`src/rtl/trc_pkg.sv`:
```
package trc_pkg;
  typedef enum logic [1:0] {
    S_IDLE  = 2'd0,
    S_ARMED = 2'd1,
    S_POST  = 2'd2,
    S_DONE  = 2'd3
  } trc_state_e;

  typedef enum logic [1:0] {
    M_TRIG_EARLY = 2'd0,
    M_TRIG_MID   = 2'd1,
    M_TRIG_LATE  = 2'd2,
    M_SEGMENT    = 2'd3
  } trc_mode_e;
endpackage

```
`src/rtl/trc_match.sv`:
```
module trc_match #(
  parameter int PW     = 8,
  parameter int LEVELS = 4
) (
  input  logic [PW-1:0]        sample,
  input  logic [LEVELS*PW-1:0] val,
  input  logic [LEVELS*PW-1:0] care,
  output logic [LEVELS-1:0]    hit
);
  // one comparator per level, all evaluated against the same sample
  for (genvar g = 0; g < LEVELS; g++) begin : g_lvl
    assign hit[g] = ~|((sample ^ val[g*PW +: PW]) & care[g*PW +: PW]);
  end
endmodule

```
`src/rtl/trc_ram.sv`:
```
module trc_ram #(
  parameter int PW    = 8,
  parameter int DEPTH = 64,
  localparam int AW   = $clog2(DEPTH)
) (
  input  logic          clk,
  input  logic          we,
  input  logic [AW-1:0] waddr,
  input  logic [PW-1:0] wdata,
  input  logic          re,
  input  logic [AW-1:0] raddr,
  output logic [PW-1:0] rdata
);
  logic [PW-1:0] mem [DEPTH];

  // simple dual-port, registered read: maps onto block RAM
  always_ff @(posedge clk) begin
    if (we) mem[waddr] <= wdata;
    if (re) rdata <= mem[raddr];
  end
endmodule

```
`src/rtl/trc_dly.sv`:
```
module trc_dly #(
  parameter int STAGES = 4
) (
  input  logic clk,
  input  logic rst,
  input  logic din,
  output logic dout
);
  logic [STAGES-1:0] sr;

  always_ff @(posedge clk) begin
    if (rst) sr <= '0;
    else     sr <= STAGES'({sr, din});
  end

  assign dout = sr[STAGES-1];
endmodule

```
`src/rtl/trace_capture.sv`:
```
module trace_capture
  import trc_pkg::*;
#(
  parameter int PW          = 8,
  parameter int DEPTH       = 64,
  parameter int LEVELS      = 4,
  parameter int MAX_SEG_LOG = 3,
  parameter int TRIG_DLY    = 4,
  localparam int AW  = $clog2(DEPTH),
  localparam int CW  = AW + 1,
  localparam int LVW = $clog2(LEVELS),
  localparam int SGW = $clog2(MAX_SEG_LOG + 1),
  localparam int SCW = MAX_SEG_LOG + 1
) (
  input  logic                 clk,
  input  logic                 rst,
  input  logic [PW-1:0]        probe,
  input  logic [LEVELS*PW-1:0] lvl_val,
  input  logic [LEVELS*PW-1:0] lvl_care,
  input  logic [1:0]           cfg_mode,
  input  logic [LVW-1:0]       cfg_last,
  input  logic                 cfg_ext,
  input  logic [SGW-1:0]       cfg_seg,
  input  logic                 arm,
  input  logic                 ext_trig_n,
  output logic                 trig_out_n,
  output logic                 done,
  output logic                 busy,
  output logic [CW-1:0]        valid_cnt,
  output logic [AW-1:0]        trig_idx,
  input  logic [AW-1:0]        rd_addr,
  output logic [PW-1:0]        rd_data
);
  initial begin
    if (DEPTH < 16 || (1 << AW) != DEPTH) $error("DEPTH must be a power of two >= 16");
    if (LEVELS < 2 || LEVELS > 10)        $error("LEVELS must be 2..10");
    if (MAX_SEG_LOG >= AW - 1)            $error("slices must hold at least 4 samples");
  end

  trc_state_e      st;
  trc_mode_e       mode_q;
  logic [LVW-1:0]  last_q;
  logic            ext_q;
  logic [SGW-1:0]  seg_q;
  logic [LVW-1:0]  lvl;
  logic [AW-1:0]   wptr;
  logic [AW-1:0]   trig_ptr;
  logic [AW-1:0]   oldest_q;
  logic [CW-1:0]   post_cnt;
  logic [CW-1:0]   total;
  logic [SCW-1:0]  segs_left;
  logic            fire_q;

  logic [LEVELS-1:0] hit;
  logic            lvl_hit, trig_ev, fire, step, wr_en, last_wr, seg_mode;
  logic [SGW-1:0]  seg_eff;
  logic [CW-1:0]   seg_len, post_len, total_inc;
  logic [AW-1:0]   oldest_n;

  trc_match #(.PW(PW), .LEVELS(LEVELS)) u_match (
    .sample(probe), .val(lvl_val), .care(lvl_care), .hit(hit)
  );

  // ---------------- trigger sequencing ----------------
  assign seg_mode = (mode_q == M_SEGMENT);
  assign lvl_hit  = hit[lvl];
  assign trig_ev  = ext_q ? ~ext_trig_n : (lvl_hit && (lvl == last_q));
  assign fire     = (st == S_ARMED) && trig_ev;
  assign step     = (st == S_ARMED) && !ext_q && lvl_hit && (lvl != last_q);

  // ---------------- write side ----------------
  assign wr_en     = ((st == S_ARMED) && (!seg_mode || fire)) || (st == S_POST);
  assign last_wr   = (st == S_POST) && (post_cnt == CW'(1));
  assign total_inc = (total == CW'(DEPTH)) ? total : total + CW'(1);
  assign oldest_n  = (total_inc == CW'(DEPTH)) ? wptr + AW'(1) : '0;

  assign seg_eff = (cfg_seg > SGW'(MAX_SEG_LOG)) ? SGW'(MAX_SEG_LOG) : cfg_seg;
  assign seg_len = CW'(DEPTH) >> seg_q;

  always_comb begin
    case (mode_q)
      M_TRIG_EARLY: post_len = CW'(DEPTH - DEPTH / 8);
      M_TRIG_MID:   post_len = CW'(DEPTH / 2);
      M_TRIG_LATE:  post_len = CW'(DEPTH / 8);
      M_SEGMENT:    post_len = seg_len - CW'(1);
      default:      post_len = CW'(DEPTH / 2);
    endcase
  end

  always_ff @(posedge clk) begin
    if (rst) begin
      st        <= S_IDLE;
      mode_q    <= M_TRIG_MID;
      last_q    <= '0;
      ext_q     <= 1'b0;
      seg_q     <= '0;
      lvl       <= '0;
      wptr      <= '0;
      trig_ptr  <= '0;
      oldest_q  <= '0;
      post_cnt  <= '0;
      total     <= '0;
      segs_left <= '0;
      fire_q    <= 1'b0;
      valid_cnt <= '0;
      trig_idx  <= '0;
    end else begin
      fire_q <= fire;
      if (wr_en) begin
        wptr  <= wptr + AW'(1);
        total <= total_inc;
      end
      case (st)
        S_IDLE, S_DONE: begin
          if (arm) begin
            st        <= S_ARMED;
            mode_q    <= trc_mode_e'(cfg_mode);
            last_q    <= cfg_last;
            ext_q     <= cfg_ext;
            seg_q     <= seg_eff;
            segs_left <= (SCW'(1) << seg_eff) - SCW'(1);
            lvl       <= '0;
            wptr      <= '0;
            total     <= '0;
            valid_cnt <= '0;
            trig_idx  <= '0;
          end
        end
        S_ARMED: begin
          if (step) lvl <= lvl + LVW'(1);
          if (fire) begin
            post_cnt <= post_len;
            trig_ptr <= wptr;
            st       <= S_POST;
          end
        end
        S_POST: begin
          post_cnt <= post_cnt - CW'(1);
          if (last_wr) begin
            if (seg_mode && segs_left != '0) begin
              segs_left <= segs_left - SCW'(1);
              lvl       <= '0;
              st        <= S_ARMED;
            end else begin
              st        <= S_DONE;
              valid_cnt <= total_inc;
              oldest_q  <= oldest_n;
              trig_idx  <= seg_mode ? '0 : trig_ptr - oldest_n;
            end
          end
        end
        default: st <= S_IDLE;
      endcase
    end
  end

  assign done = (st == S_DONE);
  assign busy = (st == S_ARMED) || (st == S_POST);

  trc_ram #(.PW(PW), .DEPTH(DEPTH)) u_ram (
    .clk(clk), .we(wr_en), .waddr(wptr), .wdata(probe),
    .re(done), .raddr(oldest_q + rd_addr), .rdata(rd_data)
  );

  logic dly_out;
  trc_dly #(.STAGES(TRIG_DLY)) u_dly (
    .clk(clk), .rst(rst), .din(fire_q), .dout(dly_out)
  );
  assign trig_out_n = ~dly_out;

  // ---------------- assertions ----------------
  a_r4_level_in_range: assert property (@(posedge clk) disable iff (rst)
    busy |-> (lvl <= last_q));

  a_r6_post_holds: assert property (@(posedge clk) disable iff (rst)
    (st == S_POST && post_cnt > CW'(1)) |=> (st == S_POST));

  a_r9_slice_aligned: assert property (@(posedge clk) disable iff (rst)
    (fire && seg_mode) |-> ((wptr & AW'(seg_len - CW'(1))) == '0));

  a_r7_done_holds: assert property (@(posedge clk) disable iff (rst)
    (done && !arm) |=> (done && $stable(valid_cnt) && $stable(trig_idx)));

  a_r8_valid_bounded: assert property (@(posedge clk) disable iff (rst)
    done |-> (valid_cnt <= CW'(DEPTH) && valid_cnt != '0));

  a_r10_single_low: assert property (@(posedge clk) disable iff (rst)
    !trig_out_n |=> trig_out_n);

  a_r11_rearm_clears: assert property (@(posedge clk) disable iff (rst)
    (done && arm) |=> (!done && busy));
endmodule

```
`config.mk`:
```
export PLATFORM = sky130hd
export DESIGN_NAME = trace_capture
export DESIGN_NICKNAME = d
export VERILOG_FILES = /design/src/rtl/trc_pkg.sv /design/src/rtl/trc_match.sv /design/src/rtl/trc_ram.sv /design/src/rtl/trc_dly.sv /design/src/rtl/trace_capture.sv
export SDC_FILE = /design/constraint.sdc
export NUM_CORES = 1
export LEC_CHECK = 0
export BUFFER_PORTS_ARGS = -buffer_cell sky130_fd_sc_hd__buf_2
export CORE_ASPECT_RATIO = 1.1
export CORE_UTILIZATION = 46
export CTS_CLUSTER_DIAMETER = 50
export DETAILED_ROUTE_END_ITERATION = 7
export PLACE_DENSITY_LB_ADDON = 0.1
export SYNTH_ARGS = -nofsm -noshare
export SYNTH_HDL_FRONTEND = slang
export SYNTH_SLANG_ARGS = --single-unit
```
`constraint.sdc`:
```
create_clock -name clk -period 3.8 [get_ports clk]
set_input_delay 0.57 -clock clk [delete_from_list [all_inputs] [get_ports clk]]
set_output_delay 0.57 -clock clk [all_outputs]
set_load 0.01 [all_outputs]
```
==> results of run 1 <==
## cells in the final DEF (no fill, tap or decap), types with 17 or more instances in the layout
master,n
sky130_fd_sc_hd__mux4_2,160
sky130_fd_sc_hd__a22oi_1,22
sky130_fd_sc_hd__dfxtp_1,65
sky130_fd_sc_hd__buf_4,90
sky130_fd_sc_hd__buf_12,21
sky130_fd_sc_hd__nor2b_1,17
sky130_fd_sc_hd__clkbuf_16,68
sky130_fd_sc_hd__xor2_1,41
sky130_fd_sc_hd__nand2_1,43
sky130_fd_sc_hd__ha_1,19
sky130_fd_sc_hd__buf_2,112
sky130_fd_sc_hd__inv_1,22
sky130_fd_sc_hd__a21oi_1,48
sky130_fd_sc_hd__nor2_1,108
sky130_fd_sc_hd__edfxtp_1,520
## worst reg2reg max path: cells and delay by family, from the launching register on
kind,cells,cell delay (ns)
fa+ha+maj,2,1.01
mux,3,1.22
compound gates,1,0.14
flops,1,0.34
buf+inv,2,0.48
## metrics by stage
stage | util, % | area [um2]
2_1_floorplan | - | 24100
3_3_place_gp | 51.2 | 26300
3_5_place_dp | 51.2 | 26300
4_1_cts | 55.4 | 28500
5_1_grt | 55.4 | 28500
6_report | 55.4 | 28500
## flip-flops by register name, indices dropped and copies added, names as in the netlist
register,count
u_dly.sr,4
segs_left,4
u_ram.mem,512
oldest_q,6
st,2
trig_ptr,6
wptr,6
last_q,2
seg_q,2
post_cnt,7
ext_q,1
mode_q,2
valid_cnt,7
total,7
trig_idx,6
lvl,2
fire_q,1
u_ram.rdata,8
## layout make-up
type                       count  share of cell area, %
inverter                      22                  0.290
clock inverter                41                   1.54
sequential                   585                   59.3
tap                          667                   2.93
clock buffer                  79                   6.11
timing repair buffer         223                   5.81
antenna                        1                0.00877
multi-input combinational    663                   24.0
## power by group through the flow
stage               Combinational (mW)  Clock (mW)  Sequential [mW]
floorplan                        0.817           0             7.28
global placement                  1.32           0             7.31
detailed placement                1.34           0             7.31
CTS                               1.34        6.52             7.17
global route                      1.44        6.77             7.18
finish                            1.33        6.39             7.18
## per-layer routing
metal	part of all wire (%)	GRT usage, %	vias to the layer above	routed length [um]
met3	4.1	2.94	65	2390
met5	0	0	-	0
met1	43	31.6	6842	25400
met4	1.8	6.71	0	1080
met2	51	36.8	327	29700
li1	-	-	5839	-
## worst max path at each step
stage | end | depth (start not counted) | slack, ns | from
after global placement | u_ram.rdata[5] | 9 | 0.02 | rd_addr[0]
after detailed placement | u_ram.rdata[5] | 9 | 0.06 | rd_addr[0]
final | u_ram.rdata[5] | 8 | 0.37 | oldest_q[0]
after floorplan | u_ram.rdata[0] | 9 | 0.27 | rd_addr[0]
after global routing | trig_idx[5] | 15 | 0.25 | total[1]
after CTS | u_ram.rdata[5] | 8 | 0.42 | oldest_q[0]
## synthesized netlist by cell type (all sizes together) (3+ instances only)
cell,n
a211oi,14
a21oi,48
a22oi,22
a31oi,6
and2,3
and3,5
buf,22
clkbuf,50
dfxtp,65
edfxtp,520
ha,20
inv,22
mux2i,15
mux4,160
nand2,43
nand2b,12
nand3,13
nand3b,7
nand4,7
nor2,115
nor2b,17
nor3,15
o211ai,4
o21ai,15
o311ai,6
o31ai,4
o41ai,3
or2,6
or3,10
or4,5
xnor2,14
xor2,41
## cell families (layout without fill, tap and decap cells)
group	after synthesis	after routing	synth area share, %
flops	585	585	70.2
mux	176	176	15.6
compound gates	145	145	4.11
fa+ha+maj	22	22	1.20
xor+xnor	55	55	2.00
simple gates	265	265	5.30
buf+inv	94	365	1.59
other cells	0	1	0
==> results.rst, run 1 <==
.. list-table::
   :header-rows: 1

   * - Metric
     - Value
   * - Outcome
     - complete, but fails checks
   * - Violations in the final reports
     - DRC
   * - Average wire per standard cell
     - around 26 um
   * - Post-cts resize count
     - 0
   * - Maximum operating frequency
     - between 200 and 300 MHz
   * - Setup violations, final
     - 0
   * - Worst hold-check slack
     - between 0.15 and 0.2 ns
   * - Sequential Area
     - between 0.015 and 0.02 mm2
   * - CP most frequent cell
     - sky130_fd_sc_hd__mux4_2
   * - Drt initial violations
     - 1,137
   * - Critical path's largest stage delay
     - 0.84 ns
   * - Area added between synthesis and finish
     - 18.3%
   * - Warnings, synthesis
     - 0
   * - CP max FO
     - 22
   * - Area share of the largest cell type after synthesis
     - roughly 65%
   * - Drc violations
     - 8
   * - Sum of routed wire length over all layers
     - 58.6 mm
   * - Worst rel slew slack
     - 36.6%
   * - Actual slew at the worst max-slew pin
     - around 0.95 ns
   * - CP top delay family
     - multiplexers
   * - Worst path cell trace
     - ha_4 -> fa_4 -> buf_12 -> buf_4 -> mux4_2 -> mux4_2 -> mux2i_1 -> a21oi_1
   * - Data arrival time of the critical path
     - about 3.8 ns
   * - Count of clock tree sinks
     - 585
   * - Slew Limit Fails
     - 0
   * - Post-route non-filler standard cell count
     - around 2,300
   * - Total power
     - ~15 mW
   * - Hold_sp
     - cfg_mode[0]
   * - Critical R2R Capture
     - u_ram.rdata[5]
   * - Switching fraction of total power
     - a little under a quarter
   * - NumNets Final
     - 1,673
   * - Mapped Cells
     - between 1,000 and 1,500
   * - Slack of the worst reg-to-reg path
     - 0.37 ns
   * - Post-Place Setup Slack
     - 0.0560 ns
   * - Unique masters post-synth
     - 62
   * - Boundary Pins
     - 113
   * - Internal power contribution
     - 11.5 mW
   * - Combinational share of power
     - 8.9%
   * - Min cycle time layout
     - 3.43 ns
   * - Aggregate global routing overflow
     - 0
   * - Buffers & Inverters on Critical Path
     - 2
   * - Worst-path clk slew
     - 0.06 ns
   * - Startpoint of the most critical register-to-register path
     - oldest_q[0]
   * - Final Cycle Share
     - roughly nine tenths
   * - Power per Cell Area
     - between 500 and 600 mW/mm2
   * - Most area-consuming cells after synthesis
     - sky130_fd_sc_hd__edfxtp_1 65%, sky130_fd_sc_hd__mux4_2 15%, sky130_fd_sc_hd__dfxtp_1 5.4%
   * - Count of hold buffers inserted by post-cts repair
     - 0
   * - Avg Inst Size Synth
     - between 15 and 20 um2
   * - Overall Global Routing Usage
     - 22.5%
   * - Top flip-flop cell by instance count after synthesis
     - sky130_fd_sc_hd__edfxtp_1
   * - Critical Path Slowest Stage Cell
     - sky130_fd_sc_hd__fa_4
   * - Final setup skew
     - 0.0229 ns
   * - Setup repair after global routing missed its margin
     - false
   * - Area of the multi-input gates
     - approximately 0.0068 mm2
   * - Worst Hold Endpoint
     - mode_q[0]
   * - Post-synthesis net count
     - roughly 1,500
   * - Share of synthesized area occupied by flip-flops and latches
     - about 70%
   * - Proportion of layout cells with a drive suffix above 1
     - between 30% and 40%
   * - Final sum of negative setup slack
     - 0 ns
   * - TritonCTS clock tree
     - done
   * - Post-DP HPWL
     - approximately 38 mm
   * - Std cell rows
     - just under 90
   * - Buffer type at the clock tree root
     - sky130_fd_sc_hd__clkbuf_16
   * - Total vias in the final route
     - 13,100
   * - Number of vias per cell after detailed routing
     - 5.73
   * - Via count of the first global-routing pass
     - roughly 13,000
   * - Routability cong.
     - 0.887
   * - Maximum capacitance violations
     - 0
   * - Number of buffers inserted by post-CTS setup repair
     - 0
   * - Antenna violations before repair
     - 4
   * - EDFF count, synth
     - 520
   * - Die ar.
     - approximately 0.053 mm2
   * - Count of filler cells inserted in the layout
     - a little over 4,000
   * - Wire length of the first global-routing pass
     - around 86 mm
   * - Sort of element at the start of the critical path
     - flop
   * - Flip-flop and latch count after synthesis
     - just under 600
   * - Clock group share of total power
     - 42.9%
   * - Worst-case reg-to-reg path depth
     - 8
   * - Die outline width
     - about 220 um
   * - Initial Util
     - a little under half
   * - Total CTS buffers
     - 67
   * - Core region area
     - slightly above 0.05 mm2
   * - DP Cell Count
     - between 2,000 and 2,500
   * - Critical Path End Type
     - flop
   * - Class of the tightest hold or removal check
     - in2reg
   * - Worst hold path cell count
     - 3
   * - Worst path required time
     - 4.14 ns
   * - First-pass DRT Iterations
     - 7
   * - Startpoint-to-endpoint class of the critical path
     - reg2reg
   * - Maximum level of the CTS H-tree
     - 3
   * - Max Root-Sink Buffers
     - 3
   * - Remaining antenna violation count after routing
     - 0
   * - Worst IR drop on VDD
     - roughly 0.44 mV
   * - Count of input and output buffers
     - approximately 110
   * - Switching power of the nets
     - around 3.4 mW
   * - Maximum number of pins on one net before global-route repair
     - 65
   * - Flop pwr share
     - 48.2%
   * - Cell taking the most area after synthesis
     - sky130_fd_sc_hd__edfxtp_1
   * - Clock latency of the later-clocked register in the worst-skew pair
     - roughly 0.6 ns
   * - Mapped Area
     - approximately 0.024 mm2
   * - Final hold violations
     - 0
   * - Die Ht
     - 242 um
   * - P_leak
     - 9.62 nW
   * - Share of synthesized flip-flops with an asynchronous set or reset
     - 0%
   * - Post-route setup slack
     - 0.374 ns
Note: power is estimated with default switching activity, not from simulation.
==> run 2, diff against run 1 <==
==> constraint.sdc (replaced) <==
create_clock -name clk -period 3.8 [get_ports clk]
set_input_delay 0.76 -clock clk [delete_from_list [all_inputs] [get_ports clk]]
set_output_delay 0.76 -clock clk [all_outputs]
set_load 0.01 [all_outputs]
==> run 2 against run 1 <==
The run still ends with DRC left. Critical endpoint is now u_ram.rdata[2]. Die area is the same. Sequential share of layout area grew 0.068 points. Cell count shrank 0.18%. Largest cell class unchanged. Core utilization shrank 0.063 points. Critical path type unchanged. Count of clock-buffer cells in the layout shrank 2. Design area shrank 0.11%. Maximum frequency grew 2.0%. Combinational power is essentially flat. Non-clock buffer count grew 9.
==> results.rst, run 2 (synthesized netlist as in run 1, its figures left out) <==
.. list-table::
   :header-rows: 1

   * - Metric
     - Value
   * - Flop pwr share
     - 50.0%
   * - Met3 Use GR
     - under 10%
   * - Final setup skew
     - 0.0153 ns
   * - Remaining antenna violation count after routing
     - 0
   * - Critical path's largest stage delay
     - roughly 0.87 ns
   * - Post-Place Setup Slack
     - -0.105 ns
   * - Violations in the final reports
     - DRC
   * - Final standard cell utilization of the core
     - 55.3%
   * - Count of inserted antenna diode cells
     - 0
   * - Sum of routed wire length over all layers
     - 57.8 mm
   * - Total CTS buffers
     - between 50 and 60
   * - Summed area of non-filler cells in the final layout
     - approximately 0.028 mm2
   * - Boundary Pins
     - 113
   * - Outcome
     - complete, but fails checks
   * - CP most frequent cell
     - sky130_fd_sc_hd__mux4_2
   * - Core region area
     - around 0.051 mm2
   * - Number of vias per cell after detailed routing
     - roughly 5.7
   * - Worst rel slew slack
     - between 40 and 50%
   * - Proportion of layout cells with a drive suffix above 1
     - 31.3%
   * - Antenna violations before repair
     - 1
   * - Via count of the first global-routing pass
     - between 10,000 and 15,000
   * - Setup violations, final
     - 0
   * - Maximum level of the CTS H-tree
     - 2
   * - P_leak
     - ~9.6 nW
   * - Class of the tightest hold or removal check
     - in2reg
   * - Critical Path Slowest Stage Cell
     - sky130_fd_sc_hd__fa_4
   * - Drc violations
     - 4
   * - Worst hold-check slack
     - between 0.3 and 0.4 ns
   * - Critical Path End Type
     - flop
   * - CP top delay family
     - adder cells
   * - Final Cycle Share
     - between 80% and 90%
   * - NumNets Final
     - ~1,700
   * - Most frequent standard cell in the layout excluding fill and tap cells
     - sky130_fd_sc_hd__edfxtp_1
   * - DP Cell Count
     - between 2,000 and 2,500
   * - Average wire per standard cell
     - approximately 25 um
   * - Total vias in the final route
     - between 10,000 and 15,000
   * - Power per Cell Area
     - 504 mW/mm2
   * - Max Root-Sink Buffers
     - 3
   * - First-pass DRT Iterations
     - 7
   * - Final sum of negative setup slack
     - 0 ns
   * - Met1 track demand over resource
     - between 30% and 40%
   * - Final hold violations
     - 0
   * - Number of buffers inserted by post-CTS setup repair
     - 0
   * - Aggregate global routing overflow
     - 0
   * - Top library cells by usage in the layout, fill and taps aside
     - 520 x sky130_fd_sc_hd__edfxtp_1, 160 x sky130_fd_sc_hd__mux4_2, 112 x sky130_fd_sc_hd__buf_2
   * - CP max FO
     - 7
   * - Most Crowded Layer GR
     - met2
   * - Biggest regs
     - u_ram.mem x512, u_ram.rdata x8
   * - Flip-flop count of the largest register after layout
     - just over 500
   * - Routability cong.
     - roughly 0.9
   * - Count of input and output buffers
     - between 100 and 150
   * - Dpl cell area
     - 0.0265 mm2
   * - Worst-path clk slew
     - 0.06 ns
   * - Maximum capacitance violations
     - 0
   * - Clock group share of total power
     - 40.5%
   * - Count of clock tree sinks
     - about 590
   * - Clock latency of the later-clocked register in the worst-skew pair
     - between 0.6 and 0.7 ns
   * - Worst IR drop on VDD
     - ~0.35 mV
   * - Startpoint-to-endpoint class of the critical path
     - reg2reg
   * - Die outline width
     - between 200 and 250 um
   * - Min cycle time layout
     - between 3 and 4 ns
   * - Initial Util
     - a little under half
   * - Die Ht
     - 242 um
   * - Switching fraction of total power
     - 22.8%
   * - Post-DP HPWL
     - around 38 mm
   * - Worst path required time
     - between 4 and 5 ns
   * - Worst path cell trace
     - ha_4 -> fa_4 -> buf_12 -> buf_4 -> mux4_2 -> mux4_2 -> nor2b_1 -> a211oi_1 -> a21oi_1
   * - Data arrival time of the critical path
     - ~3.7 ns
   * - Buffers & Inverters on Critical Path
     - 2
   * - Largest register by flop count
     - u_ram.mem
   * - Maximum operating frequency
     - between 200 and 300 MHz
   * - Die ar.
     - roughly 0.053 mm2
   * - TritonCTS clock tree
     - done
   * - Count of hold buffers inserted by post-cts repair
     - 0
   * - Wire length of the first global-routing pass
     - ~86 mm
   * - Actual slew at the worst max-slew pin
     - ~0.9 ns
   * - Post-route non-filler standard cell count
     - 2,277
   * - Std cell rows
     - 87
   * - Internal power contribution
     - around 11 mW
   * - Buffer type at the clock tree root
     - sky130_fd_sc_hd__clkbuf_16
   * - Combinational share of power
     - about a tenth
   * - Count of filler cells inserted in the layout
     - approximately 4,000
   * - Slew Limit Fails
     - 0
   * - Switching power of the nets
     - around 3.3 mW
   * - Post-cts resize count
     - 0
   * - Maximum number of pins on one net before global-route repair
     - between 60 and 70
   * - Area added between synthesis and finish
     - 18.2%
   * - Post-route setup slack
     - roughly 0.44 ns
   * - Overall Global Routing Usage
     - between 20 and 25%
   * - Drt initial violations
     - between 1,000 and 1,500
   * - Total power
     - about 14 mW
   * - Setup repair after global routing missed its margin
     - false
   * - Sort of element at the start of the critical path
     - flop
   * - Met2 usage
     - between 30 and 40%
run 2: cell types whose count changed in the layout (fill, tap and decap cells not counted):
cell                         before  now
sky130_fd_sc_hd__buf_4           90   88
sky130_fd_sc_hd__clkinv_4         1    0
sky130_fd_sc_hd__buf_12          21   32
sky130_fd_sc_hd__inv_8            1    0
sky130_fd_sc_hd__clkbuf_8         0    3
sky130_fd_sc_hd__inv_6            7    0
sky130_fd_sc_hd__clkinvlp_4       1    5
sky130_fd_sc_hd__clkbuf_16       68   61
sky130_fd_sc_hd__bufinv_16        8    7
sky130_fd_sc_hd__clkbuf_1        11   13
sky130_fd_sc_hd__clkinv_8         1    0
sky130_fd_sc_hd__clkinv_1        14   11
sky130_fd_sc_hd__diode_2          1    0
run 2: worst paths after layout:
| check | start | end | slack (ns) | cells after the start |
|---|---|---|---|---|
| worst max-delay path | oldest_q[0] | u_ram.rdata[2] | 0.44 | 9 |
| worst min-delay path | cfg_mode[0] | mode_q[0] | 0.39 | 3 |
| worst max register to register | oldest_q[0] | u_ram.rdata[2] | 0.44 | 9 |
| worst min register to register | u_dly.sr[0] | u_dly.sr[1] | 0.44 | 1 |
run 2: metal layers:
layer / routed length, um / share of wire [%]
met5: 0 / 0
met4: 1380 / 2.4
met3: 2860 / 4.9
met2: 29100 / 50
met1: 24500 / 42
run 2: worst register-to-register path, delay by kind of cell (launching register included):
family / cells / cell delay (ns)
flops: 1 / 0.33
compound gates: 2 / 0.49
mux: 2 / 0.77
buf+inv: 2 / 0.34
simple gates: 1 / 0.14
fa+ha+maj: 2 / 1.03
run 2: final cells by class:
type | instances | area (um2) | area share, %
clock buffer | 77 | 1620 | 5.67
clock inverter | 31 | 329 | 1.16
inverter | 22 | 82.6 | 0.290
multi-input combinational | 663 | 6850 | 24.0
sequential | 585 | 16900 | 59.4
tap | 667 | 835 | 2.93
timing repair buffer | 232 | 1860 | 6.54
run 2: power groups by stage:
stage / clock, mW / sequential [mW] / combinational [mW]
5_1_grt: 6.16 / 7.18 / 1.47
3_3_place_gp: 0 / 7.31 / 1.34
6_report: 5.82 / 7.18 / 1.35
3_5_place_dp: 0 / 7.31 / 1.36
4_1_cts: 5.92 / 7.17 / 1.36
2_1_floorplan: 0 / 7.28 / 0.817
